File: src/rtl/sqfm_pkg.sv
package sqfm_pkg;

   typedef enum logic {
      DIV_IDLE = 1'b0,
      DIV_RUN  = 1'b1
   } div_state_e;

endpackage

File: src/rtl/sqfm_sync.sv
// Optional input register chain; zero stages gives a plain wire.
module sqfm_sync #(
   parameter int STAGES = 0
) (
   input  logic clk,
   input  logic rst_n,
   input  logic d,
   output logic q
);

   generate
      if (STAGES == 0) begin : g_bypass
         assign q = d;
      end else begin : g_chain
         logic [STAGES-1:0] chain;
         for (genvar i = 0; i < STAGES; i++) begin : g_stage
            if (i == 0) begin : g_first
               always_ff @(posedge clk or negedge rst_n) begin
                  if (!rst_n) chain[i] <= 1'b0;
                  else        chain[i] <= d;
               end
            end else begin : g_next
               always_ff @(posedge clk or negedge rst_n) begin
                  if (!rst_n) chain[i] <= 1'b0;
                  else        chain[i] <= chain[i-1];
               end
            end
         end
         assign q = chain[STAGES-1];
      end
   endgenerate

endmodule

File: src/rtl/sqfm_edge_timer.sv
// Edge detection, saturating gap counter, timestamp arming and silence window.
module sqfm_edge_timer #(
   parameter int CNT_W       = 16,
   parameter int SILENCE_CYC = 10000
) (
   input  logic             clk,
   input  logic             rst_n,
   input  logic             spk,
   input  logic             div_busy,
   output logic             edge_seen,
   output logic             start,
   output logic             silence_hit,
   output logic [CNT_W-1:0] delta
);

   localparam logic [CNT_W-1:0] CNT_MAX = '1;
   localparam logic [CNT_W-1:0] SIL_L   = CNT_W'(SILENCE_CYC);
   localparam logic [CNT_W-1:0] ONE     = CNT_W'(1);

   logic             spk_q;
   logic             armed;
   logic [CNT_W-1:0] since;

   assign edge_seen   = spk ^ spk_q;
   assign silence_hit = armed && (since >= SIL_L);
   assign start       = edge_seen && armed && !silence_hit && !div_busy && (since != '0);
   assign delta       = since;

   always_ff @(posedge clk or negedge rst_n) begin
      if (!rst_n) begin
         spk_q <= 1'b0;
         since <= '0;
         armed <= 1'b0;
      end else begin
         spk_q <= spk;
         if (edge_seen)             since <= ONE;
         else if (since != CNT_MAX) since <= since + ONE;
         if (silence_hit)           armed <= edge_seen;
         else if (edge_seen)        armed <= 1'b1;
      end
   end

endmodule

File: src/rtl/sqfm_divider.sv
// Restoring divider, one quotient bit per clock.
module sqfm_divider
   import sqfm_pkg::*;
#(
   parameter int NUM_W = 22,
   parameter int DEN_W = 16
) (
   input  logic             clk,
   input  logic             rst_n,
   input  logic             start,
   input  logic [NUM_W-1:0] num,
   input  logic [DEN_W-1:0] den,
   output logic             busy,
   output logic             done,
   output logic [NUM_W-1:0] quo_next,
   output logic [DEN_W-1:0] den_held
);

   localparam int STEP_W = $clog2(NUM_W + 1);
   localparam logic [STEP_W-1:0] LAST_STEP = STEP_W'(NUM_W - 1);

   div_state_e       state;
   logic [DEN_W-1:0] rem;
   logic [DEN_W-1:0] rem_nx;
   logic [NUM_W-1:0] quo;
   logic [DEN_W-1:0] den_q;
   logic [STEP_W-1:0] step;
   logic [DEN_W:0]   trial;
   logic [DEN_W:0]   diff;
   logic             fits;

   always_comb begin
      trial    = {rem, quo[NUM_W-1]};
      fits     = trial >= {1'b0, den_q};
      diff     = trial - {1'b0, den_q};
      rem_nx   = fits ? diff[DEN_W-1:0] : trial[DEN_W-1:0];
      quo_next = {quo[NUM_W-2:0], fits};
   end

   assign busy     = (state == DIV_RUN);
   assign done     = busy && (step == LAST_STEP);
   assign den_held = den_q;

   always_ff @(posedge clk or negedge rst_n) begin
      if (!rst_n) begin
         state <= DIV_IDLE;
         rem   <= '0;
         quo   <= '0;
         den_q <= '0;
         step  <= '0;
      end else begin
         case (state)
            DIV_IDLE: begin
               if (start) begin
                  state <= DIV_RUN;
                  rem   <= '0;
                  quo   <= num;
                  den_q <= den;
                  step  <= '0;
               end
            end
            DIV_RUN: begin
               rem  <= rem_nx;
               quo  <= quo_next;
               step <= step + STEP_W'(1);
               if (done) state <= DIV_IDLE;
            end
            default: state <= DIV_IDLE;
         endcase
      end
   end

endmodule

File: src/rtl/edge_freq_meter.sv
module edge_freq_meter #(
   parameter int RATE_W      = 22,
   parameter int CNT_W       = 16,
   parameter int SILENCE_CYC = 10000,
   parameter int SYNC_STAGES = 0
) (
   input  logic              clk,
   input  logic              rst_n,
   input  logic              spk_in,
   input  logic [RATE_W-1:0] clk_rate,
   output logic [CNT_W-1:0]  half_period,
   output logic [RATE_W-1:0] freq,
   output logic              valid,
   output logic              silent
);

   generate
      if (RATE_W < 2) begin : g_bad_rate
         $error("RATE_W must be at least 2");
      end
      if (CNT_W < 2 || CNT_W > 31) begin : g_bad_cnt
         $error("CNT_W must be in 2..31");
      end
      if (SILENCE_CYC < 2 || SILENCE_CYC >= (1 << CNT_W)) begin : g_bad_sil
         $error("SILENCE_CYC must fit below the counter ceiling");
      end
      if (SYNC_STAGES < 0 || SYNC_STAGES > 4) begin : g_bad_sync
         $error("SYNC_STAGES must be in 0..4");
      end
   endgenerate

   logic              spk_s;
   logic              edge_seen;
   logic              start;
   logic              silence_hit;
   logic [CNT_W-1:0]  delta;
   logic              div_busy;
   logic              div_done;
   logic [RATE_W-1:0] quo_next;
   logic [CNT_W-1:0]  den_held;
   logic [RATE_W-1:0] half_rate;

   assign half_rate = clk_rate >> 1;

   sqfm_sync #(.STAGES(SYNC_STAGES)) u_sync (
      .clk   (clk),
      .rst_n (rst_n),
      .d     (spk_in),
      .q     (spk_s)
   );

   sqfm_edge_timer #(.CNT_W(CNT_W), .SILENCE_CYC(SILENCE_CYC)) u_timer (
      .clk         (clk),
      .rst_n       (rst_n),
      .spk         (spk_s),
      .div_busy    (div_busy),
      .edge_seen   (edge_seen),
      .start       (start),
      .silence_hit (silence_hit),
      .delta       (delta)
   );

   sqfm_divider #(.NUM_W(RATE_W), .DEN_W(CNT_W)) u_div (
      .clk      (clk),
      .rst_n    (rst_n),
      .start    (start),
      .num      (half_rate),
      .den      (delta),
      .busy     (div_busy),
      .done     (div_done),
      .quo_next (quo_next),
      .den_held (den_held)
   );

   always_ff @(posedge clk or negedge rst_n) begin
      if (!rst_n) begin
         half_period <= '0;
         freq        <= '0;
         valid       <= 1'b0;
         silent      <= 1'b1;
      end else begin
         valid <= div_done;
         if (div_done) begin
            freq        <= quo_next;
            half_period <= den_held;
            silent      <= 1'b0;
         end else if (silence_hit) begin
            freq   <= '0;
            silent <= 1'b1;
         end
      end
   end

endmodule

File: config.mk
export PLATFORM = sky130hd
export DESIGN_NAME = edge_freq_meter
export DESIGN_NICKNAME = d
export VERILOG_FILES = /design/src/rtl/sqfm_pkg.sv /design/src/rtl/sqfm_sync.sv /design/src/rtl/sqfm_edge_timer.sv /design/src/rtl/sqfm_divider.sv /design/src/rtl/edge_freq_meter.sv
export SDC_FILE = /design/constraint.sdc
export NUM_CORES = 1
export LEC_CHECK = 0
export BUFFER_PORTS_ARGS = -buffer_cell sky130_fd_sc_hd__buf_4
export CELL_PAD_IN_SITES_DETAIL_PLACEMENT = 2
export CELL_PAD_IN_SITES_GLOBAL_PLACEMENT = 2
export CORE_MARGIN = 5
export CORE_UTILIZATION = 40
export CTS_CLUSTER_SIZE = 25
export DETAILED_ROUTE_END_ITERATION = 8
export PLACE_DENSITY_LB_ADDON = 0.3
export SKIP_CTS_REPAIR_TIMING = 1
export SYNTH_ARGS = -nofsm -noshare
export SYNTH_HDL_FRONTEND = slang
export SYNTH_SLANG_ARGS = --single-unit
File: constraint.sdc
create_clock -name clk -period 4.1 [get_ports clk]
set_clock_uncertainty 0.2 [all_clocks]
set_input_delay 0.205 -clock clk [delete_from_list [all_inputs] [get_ports clk]]
set_output_delay 0.205 -clock clk [all_outputs]
set_load 0.05 [all_outputs]
# Yosys cells after proc, flatten, opt, wreduce, memory -nomap -nowiden
# Cells that the tools add are included.
# word_totals
reg_bits	118
output_inout_bits	40
# classes
n_addsub	3
magnitude_cmp	2
n_eq_ne	3
mux	18
bitwise_logic	2
reduce_logical	13
# ops
op	n
22-bit two-way mux	3
16-bit two-way mux	4
22-bit case mux with 2 select lines	1
16-bit case mux with 2 select lines	1
17-bit by 16-bit >= comparator with 1-bit output	1
16-bit by 1-bit adder with 16-bit output, second input constant	1
16-bit by 14-bit >= comparator with 1-bit output, second input constant	1
16-bit != test, second input constant	1
16-bit nonzero test	1
16-bit subtractor	1
5-bit case mux with 2 select lines	1
1-bit logical AND	6
1-bit two-way mux	6
2-bit nonzero test	3
5-bit by 1-bit adder with 5-bit output, second input constant	1
5-bit == test, second input constant	1
5-bit two-way mux	1
1-bit zero test	2
2-bit != test, second input constant	1
1-bit case mux with 2 select lines	1
2-bit AND reduction	1
1-bit NOT	1
1-bit bitwise XOR	1

# Logic depth before layout (Yosys ltp)
# Gate-level depths: netlist of the first run.
# depth
word_depth	8
mapped_depth	11

# Modules after synthesis
# Synthesis of the first run repeated with hierarchy kept, for this count alone.
# hier_totals
hier_cells	609
hier_area_um2	6164.7
# by_module_without_submodules
module	n_inst	cells_per_inst	area_each_um2	seq_area_each_um2
sqfm_divider	1	401	3641.0	1501.4
edge_freq_meter	1	88	1438.9	1002.2
sqfm_edge_timer	1	119	1077.3	450.4
sqfm_sync	1	1	7.5	0.0

# Worst setup path after synthesis of the first run
# No wires, ideal clock.
# synth_timing
kind	register to register
startpoint	reg u_div.rem[8]
endpoint	reg u_div.rem[3]
setup_ps	137
arrival_ps	2148
slack_ps	1615
path_stages_with_launch	11
synth_period_minus_slack_ps	2485
path_cell_list	dfrtp_1 > ha_1 > buf_2 > and3_1 > a22o_1 > a221oi_4 > a31o_1 > buf_6 > buf_12 > mux2i_1 > o22ai_1
# synth_between
elab_chain_cells	3
# synth_lines
element	line	source
start: declaration	sqfm_divider.sv:23	logic [DEN_W-1:0] rem;
start signal: assignment	sqfm_divider.sv:63	rem <= rem_nx;
17-bit by 16-bit >= comparator with 1-bit output	sqfm_divider.sv:34	fits = trial >= {1'b0, den_q};
16-bit two-way mux	sqfm_divider.sv:36	rem_nx = fits ? diff[DEN_W-1:0] : trial[DEN_W-1:0];
16-bit case mux with 2 select lines	sqfm_divider.sv:52	case (state)
# No other way between the ends.
# A chain may end at the register's enable or synchronous reset.

# Final worst setup path of the first run
# layout_timing
startpoint	reg u_div.rem[7]
endpoint	reg u_div.rem[13]
# layout_between
elab_chain_cells	3
elab_cells_between_ends	4
classes_between	add/sub (1); order compare (1); mux (2)
# layout_lines
element	line
16-bit subtractor / 17-bit by 16-bit >= comparator with 1-bit output (equally long branches)	sqfm_divider.sv:35, sqfm_divider.sv:34
16-bit two-way mux (*)	sqfm_divider.sv:36
16-bit case mux with 2 select lines (*)	sqfm_divider.sv:52
# Every way passes the cells marked *; elsewhere a longest branch is shown, timed or not.

==> flow_summary_export.csv, run 1 <==
group,metric,value,unit
logic_synthesis,postSynthCellCount,624,
logic_synthesis,async_reset_ff_share,100,%
drt,detail_route.first_pass.iterations,4,
clocking,htreeDepth,4,
place,pre_cts_slack,1.14,ns
sta,tns,0,ns
logic_synthesis,synth_area,5980,sq um
floorplan,core-area,14600,sq um
drt,drc,0,
logic_synthesis,syn_area_per_cell,9.59,sq um
global_route,antenna_found_initial,0,
power,p_leak,3.41,nW
global_route,grt_use_total,23.8,%
layout,fin_area,7360,sq um
logic_synthesis,synth_edf_count,0,
worst_setup_path,worstPathRequired,4.19,ns
sta,tightest_slew,1.07,ns
logic_synthesis,ys_types,57,
logic_synthesis,synth-seq-cells,118,
clocking,clockRootBuffer,"clkbuf_16",
logic_synthesis,synth-compound-area-share,18.8,%
sta,final.min_clock_period,3.05,ns
floorplan,std_cell_rows,44,
power,seq_power_share,27.3,%
worst_setup_path,path_cells,"ha_1 -> a21o_1 -> a22o_1 -> a221oi_4 -> a31o_1 -> buf_4 -> nand2b_1 -> o211ai_1",
sta,setup_viol,0,
sta,slew_headroom,28.7,%
power,ir_drop,399,uV
drt,drt-wirelength-per-cell,23.0,microns
sta,layout_setup_ws,1.05,ns
run,drv_cap,0,
worst_setup_path,worstReg2RegEnd,"u_div.rem[13]$_DFFE_PN0P_",
worst_setup_path,crit_fanout,24,
logic_synthesis,synth_xor_area_share,3.81,%
drt,drt-vias-per-instance,5.79,
drt,antenna_left,0,
logic_synthesis,synth.most_common_cell,"dfrtp_1",
worst_setup_path,critPathSlowestCell,"dfrtp_1",
logic_synthesis,synth_top_cell_by_area,"dfrtp_1",
logic_synthesis,synth_top_cell_area_share,48.9,%
worst_setup_path,reg2reg_from,"u_div.rem[7]$_DFFE_PN0P_",
floorplan,die_height,132,microns
place,io_buffers,63,
layout,syn2layout_area_growth,23.0,%
layout,layout.nets,743,
worst_setup_path,regToRegSetupSlack,1.05,ns
worst_setup_path,end_kind,"register",
clocking,clockBufferDepth,2,
floorplan,die_w,132,microns
power,combPwrFrac,51.2,%
floorplan,die_area,17500,sq um
floorplan,pin_count,65,
logic_synthesis,synth_fa_ha_area_share,4.52,%
logic_synthesis,ys_warn_count,0,
power,power_per_cell_area,989,nW/um^2
logic_synthesis,synth_common_cells,"dfrtp_1, nand2_1, o21ai_0, nor2_1, nand3_1",
logic_synthesis,synth_nets,670,
sta,maxClockFrequency,0.328,GHz
layout,diodes,0,
clocking,clk_pin_slew_worst_paths,0.06,ns
logic_synthesis,synth_top_family_by_area,"compound AO/OA/AOI/OAI gates",
logic_synthesis,synthMuxAreaShare,1.00,%
logic_synthesis,synth-simple-area-share,16.8,%
clocking,insertion_delay,0.43,ns
sta,hold_violations,0,
power,p_clk_share,21.4,%
power,netSwitchingFraction,44.7,%
layout,drive_above_1_share,15.4,%
clocking,cts_sinks,118,
clocking,cts_buffers,17,
worst_setup_path,critPathKind,"reg2reg",
sta,report.final.slew_viol_count,0,
worst_setup_path,start_kind,"register",
global_route,grt-ovfl-total,0,
worst_setup_path,reg2regPathDepth,8,
power,switchingPower,3.25,mW
power,internal_power,4.03,mW
worst_setup_path,arrival,3.14,ns
global_route,grt_pass1_vias,5815,
worst_setup_path,cpPeakStageDelay,0.41,ns
sta,rsz0062_at_grt,"no",
layout,utilization,50.5,%
place,dpl-instance-area,6520,sq um
floorplan,initial_core_util,41.0,%
global_route,grt_max_degree,59,
global_route,grt_pass1_wl,33100,microns
worst_hold_path,hold_path_class,"in2async",
drt,vias,5171,
logic_synthesis,seq_area_frac_synth,49.4,%
drt,routed_wl,20600,microns
logic_synthesis,synth_flop_cell,"dfrtp_1",
run_status,outcome,"completed",
logic_synthesis,synth_area_leaders,"dfrtp_1, nand2_1, o21ai_0, ha_1, a21o_1",
place,place_hpwl,12200,microns
place,gp_congestion,0.845,
clocking,cts_tree,"yes",
drt,drt_iter0_markers,271,
sta,finalCritPeriodShare,74.4,%
[critical path: cells and delay by family (launching register included)]
family	cells	cell delay, ns
buffers and inverters	1	0.31
and+or+nand+nor	1	0.36
adders and majority gates	1	0.39
AOI/OAI and AO/OA	5	1.23
DFF	1	0.41
[state kept, by name, indices dropped and copies added, names as in the netlist, 5 cells and up]
name and cells:
u_timer.delta 16, u_div.rem 16, u_div.quo 22, half_period 16
u_div.den_held 16, u_div.step 5, freq 22
[power groups by stage]
stage | logic [mW] | registers (mW) | clock network [mW]
5_1_grt | 4.03 | 2.04 | 1.65
6_report | 3.73 | 1.99 | 1.56
3_5_place_dp | 3.56 | 1.98 | 0
3_3_place_gp | 3.36 | 1.93 | 0
2_1_floorplan | 2.30 | 2.33 | 0
4_1_cts | 3.73 | 1.99 | 1.58
[through the flow]
stage	total power [mW]	instances	hold WS, ns
2_1_floorplan	4.63	624	-0.291
3_3_place_gp	5.29	839	0.0248
3_5_place_dp	5.54	839	0.0319
4_1_cts	7.30	870	-0.420
5_1_grt	7.72	893	0.174
6_report	7.28	893	0.127
[area by class of cell]
class                      instances  area (sq um)
multi-input combinational        439          2700
tap                              184           230
fill                            1488          7230
sequential                       118          2950
clock inverter                     8           121
clock buffer                      23           488
timing repair buffer              96           778
inverter                          25          93.8
[cell usage in the layout, fill, tap and decap left out, types with 4 or more instances in the layout]
cell / instances
dfrtp_1: 117
nand2_1: 109
buf_4: 73
o21ai_0: 56
nor2_1: 38
nand3_1: 30
a21o_1: 27
inv_1: 25
dlygate4sd3_1: 23
a22o_1: 21
ha_1: 20
clkbuf_16: 17
xor2_1: 14
xnor2_1: 12
nand4_1: 11
a21oi_1: 9
nor3_1: 8
o22ai_1: 7
o211ai_1: 7
and3_1: 6
or3_1: 6
mux2i_1: 6
o21a_1: 4
clkbuf_8: 4
[kinds of logic (layout without fill, tap and decap cells)]
family          after synthesis  count (layout)
simple gates                223             223
flops                       118             118
fa+ha+maj                    21              21
xor+xnor                     26              26
mux                           6               6
buf+inv                      67             152
compound gates              163             163
[per-layer routing]
| metal | global-route usage, % | up-vias | part of all wire [%] |
|---|---|---|---|
| met4 | 10.0 | 0 | 2.9 |
| met3 | 5.57 | 37 | 3.5 |
| met5 | 0 | - | 0 |
| met1 | 28.1 | 2680 | 42 |
| li1 | - | 2335 | - |
| met2 | 41.4 | 119 | 51 |
[how the worst max path moves through the flow]
stage / from / end / slack, ns / depth (start not counted)
detailed placement: u_div.den_held[8]$_DFFE_PN0P_ / u_div.rem[13]$_DFFE_PN0P_ / 1.14 / 9
floorplan: u_div.rem[8]$_DFFE_PN0P_ / u_div.rem[3]$_DFFE_PN0P_ / 1.62 / 10
finish: u_div.rem[7]$_DFFE_PN0P_ / u_div.rem[13]$_DFFE_PN0P_ / 1.05 / 8
global placement: u_div.den_held[8]$_DFFE_PN0P_ / u_div.rem[9]$_DFFE_PN0P_ / 1.21 / 9
CTS: u_div.den_held[5]$_DFFE_PN0P_ / u_div.rem[13]$_DFFE_PN0P_ / 1.07 / 9
global route: u_div.den_held[5]$_DFFE_PN0P_ / u_div.rem[13]$_DFFE_PN0P_ / 0.90 / 9
No activity file was read; power rests on OpenSTA's default activity.
==> run 2: changes to the inputs <==
CORE_UTILIZATION = 37   (was 40)
clock period = 3.15 ns   (was 4.1 ns; I/O delays follow)
==> run 2 against run 1 <==
Global-route usage shrank 3.1 points. Critical path depth unchanged. Largest cell class unchanged. Worst hold slack got worse by 0.078 ns. Final cell count grew 3.9%. Register-to-register slack got worse by 0.87 ns. Combinational power increased by 28%. Non-clock buffer count is 2 higher. Sequential cell count is the same.
==> flow_summary_export.csv, run 2 (synthesized netlist as in run 1, its figures left out) <==
group,metric,value,unit
run_status,outcome,"completed",
sta,setup_viol,0,
power,p_leak,3.42,nW
power,internal_power,5.18,mW
layout,layout.nets,745,
floorplan,std_cell_rows,46,
global_route,grt_max_degree,82,
sta,hold_violations,0,
clocking,cts_sinks,118,
power,power_per_cell_area,1260,nW/um^2
place,place_hpwl,12100,microns
power,netSwitchingFraction,44.4,%
layout,drive_above_1_share,16.0,%
floorplan,core-area,15900,sq um
place,io_buffers,63,
drt,routed_wl,19600,microns
worst_setup_path,arrival,3.12,ns
worst_setup_path,end_kind,"register",
drt,vias,5104,
sta,tightest_slew,1.08,ns
layout,diodes,0,
clocking,clockRootBuffer,"clkbuf_16",
drt,detail_route.first_pass.iterations,4,
sta,report.final.slew_viol_count,0,
run,drv_cap,0,
layout,syn2layout_area_growth,24.1,%
layout,layout_common_cells,"dfrtp_1, nand2_1, buf_4",
sta,maxClockFrequency,0.337,GHz
power,p_clk_share,21.6,%
floorplan,initial_core_util,37.7,%
global_route,grt_use_total,20.7,%
floorplan,die_area,18800,sq um
power,switchingPower,4.14,mW
place,gp_congestion,0.803,
layout,fillers,1695,
floorplan,die_height,137,microns
drt,drt-wirelength-per-cell,21.1,microns
power,ir_drop,553,uV
clocking,clk_pin_slew_worst_paths,0.06,ns
power,seq_power_share,27.2,%
layout,reg_top3,"freq (22), u_div.quo (22)",
sta,final.min_clock_period,2.96,ns
clocking,htreeDepth,4,
drt,drc,0,
sta,worst_hold_slack,0.0496,ns
global_route,grt_pass1_vias,5655,
sta,tns,0,ns
clocking,cts_buffers,17,
worst_setup_path,worstPathRequired,3.31,ns
drt,antenna_left,0,
clocking,insertion_delay,0.42,ns
worst_hold_path,hold_path_class,"in2async",
power,combPwrFrac,51.2,%
worst_setup_path,crit_fanout,12,
drt,drt-vias-per-instance,5.50,
global_route,grt-ovfl-total,0,
clocking,clockBufferDepth,2,
sta,slew_headroom,27.8,%
sta,rsz0062_at_grt,"no",
floorplan,pin_count,65,
place,dp_cells,873,
clocking,cts_tree,"yes",
layout,finalNonFillerCells,928,
sta,finalCritPeriodShare,94.1,%
layout,layout_commonest_cell,"dfrtp_1",
worst_setup_path,critPathKind,"reg2reg",
global_route,grt_pass1_wl,30200,microns
worst_setup_path,start_kind,"register",
floorplan,die_w,137,microns
global_route,antenna_found_initial,0,
drt,drt_iter0_markers,205,
## run 2: power by group through the flow
stage               sequential, mW  combinational [mW]  clock, mW
floorplan                     3.03                2.99          0
global placement              2.49                4.44          0
detailed placement            2.53                4.71          0
CTS                           2.52                4.78       2.05
global route                  2.60                5.23       2.13
finish                        2.54                4.77       2.01
## run 2: worst paths after layout
| path | from | to | slack, ns | cells after the start |
|---|---|---|---|---|
| hold reg to reg | half_period[3]$_DFFE_PN0P_ | half_period[3]$_DFFE_PN0P_ | 0.28 | 2 |
| max in group asynchronous | rst_n | u_div.rem[8]$_DFFE_PN0P_ | 1.86 | 3 |
| hold / removal | rst_n | freq[16]$_DFFE_PN0P_ | 0.05 | 2 |
| setup reg to reg | u_timer.delta[0]$_DFFE_PN0P_ | u_div.quo[13]$_DFFE_PN0P_ | 0.19 | 8 |
| min in group clk | spk_in | u_timer.spk_q$_DFF_PN0_ | 0.22 | 2 |
| setup / recovery | u_timer.delta[0]$_DFFE_PN0P_ | u_div.quo[13]$_DFFE_PN0P_ | 0.19 | 8 |
## run 2: through the flow
| stage | utilization (%) | worst slack [ns] | area (sq um) | total power [mW] |
|---|---|---|---|---|
| 3_3_place_gp | 41.5 | 0.324 | 6590 | 6.93 |
| 4_1_cts | 45.3 | 0.197 | 7190 | 9.36 |
| 5_1_grt | 46.7 | 0.0160 | 7430 | 9.96 |
| 6_report | 46.7 | 0.186 | 7430 | 9.32 |
| 3_5_place_dp | 41.5 | 0.244 | 6590 | 7.24 |
| 2_1_floorplan | - | 0.665 | 5980 | 6.02 |
## run 2: layout make-up
type	count	area, sq um	area share (%)
Timing Repair Buffer	98	806	10.9
Sequential cell	118	2950	39.8
Clock buffer	17	425	5.73
Inverter	25	93.8	1.26
Tap cell	216	270	3.64
Clock inverter	15	180	2.43
Multi-Input combinational cell	439	2700	36.3
## run 2: per-layer routing
metal	GRT usage, %	routed length (microns)	up-vias
met5	0	0	-
met4	6.98	433	0
met3	3.93	717	34
met2	36.6	10100	115
met1	25.2	8360	2620
li1	-	-	2335
## run 2: critical path: stages, from the launching register on
cell and delay (ns):
dfrtp_1 0.41, inv_1 0.13, ha_1 0.17, nor4b_1 0.23
nand4_1 0.23, and4_2 0.31, nor2_1 0.73, buf_4 0.32
a21o_1 0.17
==> run 3: changes to the inputs <==
CORE_UTILIZATION = 40   (was 37)
clock period = 3.58 ns   (was 3.15 ns; I/O delays follow)
==> run 3 against run 2 <==
Critical endpoint is now u_div.rem[13]$_DFFE_PN0P_. Largest cell class unchanged. Core utilization rose by 4.4 points. Global-route usage is 2.9 points higher. Worst hold slack better by 0.18 ns. Fmax decreased by 3.5%. Register-to-register slack improved by 0.32 ns. Sequential share of layout area is 0.17 points lower. Highest routed layer unchanged. Combinational power down 9.2%. Wire length grew 7.8%. Final cell count shrank 3.8%. Total power is 7.2% lower. Critical path type unchanged. Clock-buffer cell count rose by 3.
==> flow_summary_export.csv, run 3 (synthesized netlist as in run 1, its figures left out) <==
group,metric,value,unit
run_status,outcome,"completed",
floorplan,die_w,132,microns
layout,layout.nets,742,
power,switchingPower,3.83,mW
clocking,htreeDepth,4,
sta,slew_headroom,24.2,%
drt,routed_wl,21100,microns
sta,finalCritPeriodShare,85.8,%
sta,tns,0,ns
drt,drt_iter0_markers,335,
clocking,cts_tree,"yes",
clocking,cts_buffers,17,
layout,fillers,1468,
global_route,antenna_found_initial,0,
drt,detail_route.first_pass.iterations,5,
power,combPwrFrac,50.1,%
worst_setup_path,critPathBufInv,2,
power,seq_power_share,26.4,%
floorplan,std_cell_rows,44,
sta,setup_viol,0,
sta,worst_hold_slack,0.227,ns
global_route,grt-ovfl-total,0,
sta,final.min_clock_period,3.07,ns
power,p_leak,3.45,nW
worst_setup_path,critPathKind,"reg2reg",
global_route,grt_max_degree,70,
drt,drc,0,
global_route,grt_use_total,23.6,%
worst_setup_path,crit_fanout,24,
clocking,clockRootBuffer,"clkbuf_16",
run,drv_cap,0,
worst_setup_path,arrival,3.15,ns
global_route,grt_pass1_vias,5885,
power,netSwitchingFraction,44.3,%
floorplan,core-area,14600,sq um
worst_setup_path,crit_family,"compound AO/OA/AOI/OAI gates",
power,power_per_cell_area,1160,nW/um^2
sta,tightest_slew,1.13,ns
floorplan,initial_core_util,41.0,%
global_route,grt_pass1_wl,33200,microns
clocking,cts_sinks,118,
worst_setup_path,worstPathRequired,3.66,ns
place,gp_congestion,0.823,
floorplan,die_area,17500,sq um
layout,reg_top3,"freq (22), u_div.quo (22)",
power,p_clk_share,23.5,%
sta,maxClockFrequency,0.326,GHz
layout,diodes,0,
power,internal_power,4.82,mW
clocking,clockBufferDepth,2,
floorplan,pin_count,65,
place,pre_cts_slack,0.594,ns
drt,vias,5224,
worst_hold_path,hold_path_class,"in2async",
place,place_hpwl,12100,microns
worst_setup_path,path_cells,"inv_1 -> ha_1 -> a21o_1 -> a22o_1 -> a221oi_4 -> a31o_1 -> buf_4 -> nand2b_1 -> o211ai_1",
layout,layout_commonest_cell,"dfrtp_1",
layout,layout_common_cells,"dfrtp_1, nand2_1, buf_4",
clocking,insertion_delay,0.43,ns
layout,fin_area,7460,sq um
drt,drt-vias-per-instance,5.85,
place,io_buffers,63,
layout,drive_above_1_share,15.7,%
sta,rsz0062_at_grt,"no",
clocking,clk_pin_slew_worst_paths,0.06,ns
floorplan,die_height,132,microns
sta,hold_violations,0,
power,p_total,8.65,mW
place,dpl-instance-area,6540,sq um
power,ir_drop,490,uV
sta,report.final.slew_viol_count,0,
worst_setup_path,cpPeakStageDelay,0.37,ns
drt,antenna_left,0,
sta,layout_setup_ws,0.509,ns
worst_setup_path,critPathSlowestCell,"dfrtp_1",
worst_setup_path,end_kind,"register",
layout,syn2layout_area_growth,24.6,%
worst_setup_path,start_kind,"register",
drt,drt-wirelength-per-cell,23.6,microns
[run 3: cell types whose count changed in the layout (fill, tap and decap cells not counted), sizes merged]
cell	change
buf	-3
bufinv	+3
clkbuf	+3
clkinvlp	-3
clkinv	-2
inv	-1
[run 3: metrics by stage]
step	instances	util (%)
detailed placement	838	44.8
global route	893	51.1
global placement	838	44.8
finish	893	51.1
floorplan	624	-
CTS	870	49.5
[run 3: final timing paths]
check | startpoint | endpoint | slack (ns) | cells after the start
min in group clk | spk_in | u_timer.spk_q$_DFF_PN0_ | 0.23 | 2
min | rst_n | freq[16]$_DFFE_PN0P_ | 0.23 | 2
max reg2reg | u_div.den_held[6]$_DFFE_PN0P_ | u_div.rem[13]$_DFFE_PN0P_ | 0.51 | 9
min reg2reg | half_period[14]$_DFFE_PN0P_ | half_period[14]$_DFFE_PN0P_ | 0.29 | 2
max | u_div.den_held[6]$_DFFE_PN0P_ | u_div.rem[13]$_DFFE_PN0P_ | 0.51 | 9
max in group asynchronous | rst_n | silent$_DFFE_PN1P_ | 2.05 | 3
[run 3: layer usage]
| metal | track usage, % | vias up | share of wire (%) | wire length [microns] |
|---|---|---|---|---|
| met5 | 0 | - | 0 | 0 |
| met4 | 8.71 | 0 | 2.8 | 592 |
| met3 | 5.99 | 42 | 3.9 | 831 |
| met2 | 40.0 | 144 | 51 | 10800 |
| met1 | 29.0 | 2706 | 42 | 8940 |
| li1 | - | 2332 | - | - |
[run 3: power groups by stage]
stage | Clock (mW) | Combinational (mW) | Sequential (mW)
finish | 2.04 | 4.33 | 2.28
global route | 2.12 | 4.67 | 2.34
floorplan | 0 | 2.63 | 2.67
global placement | 0 | 3.85 | 2.22
detailed placement | 0 | 4.09 | 2.26
CTS | 2.04 | 4.31 | 2.27
[run 3: area by class of cell]
cell class,instances,area [sq um],area share (%)
flip-flops and latches,118,2950,39.6
multi-input cells,439,2700,36.1
repair buffers,95,796,10.7
clock buffers,20,467,6.26
well taps,184,230,3.09
clock inverters,12,221,2.97
inverters,25,93.8,1.26
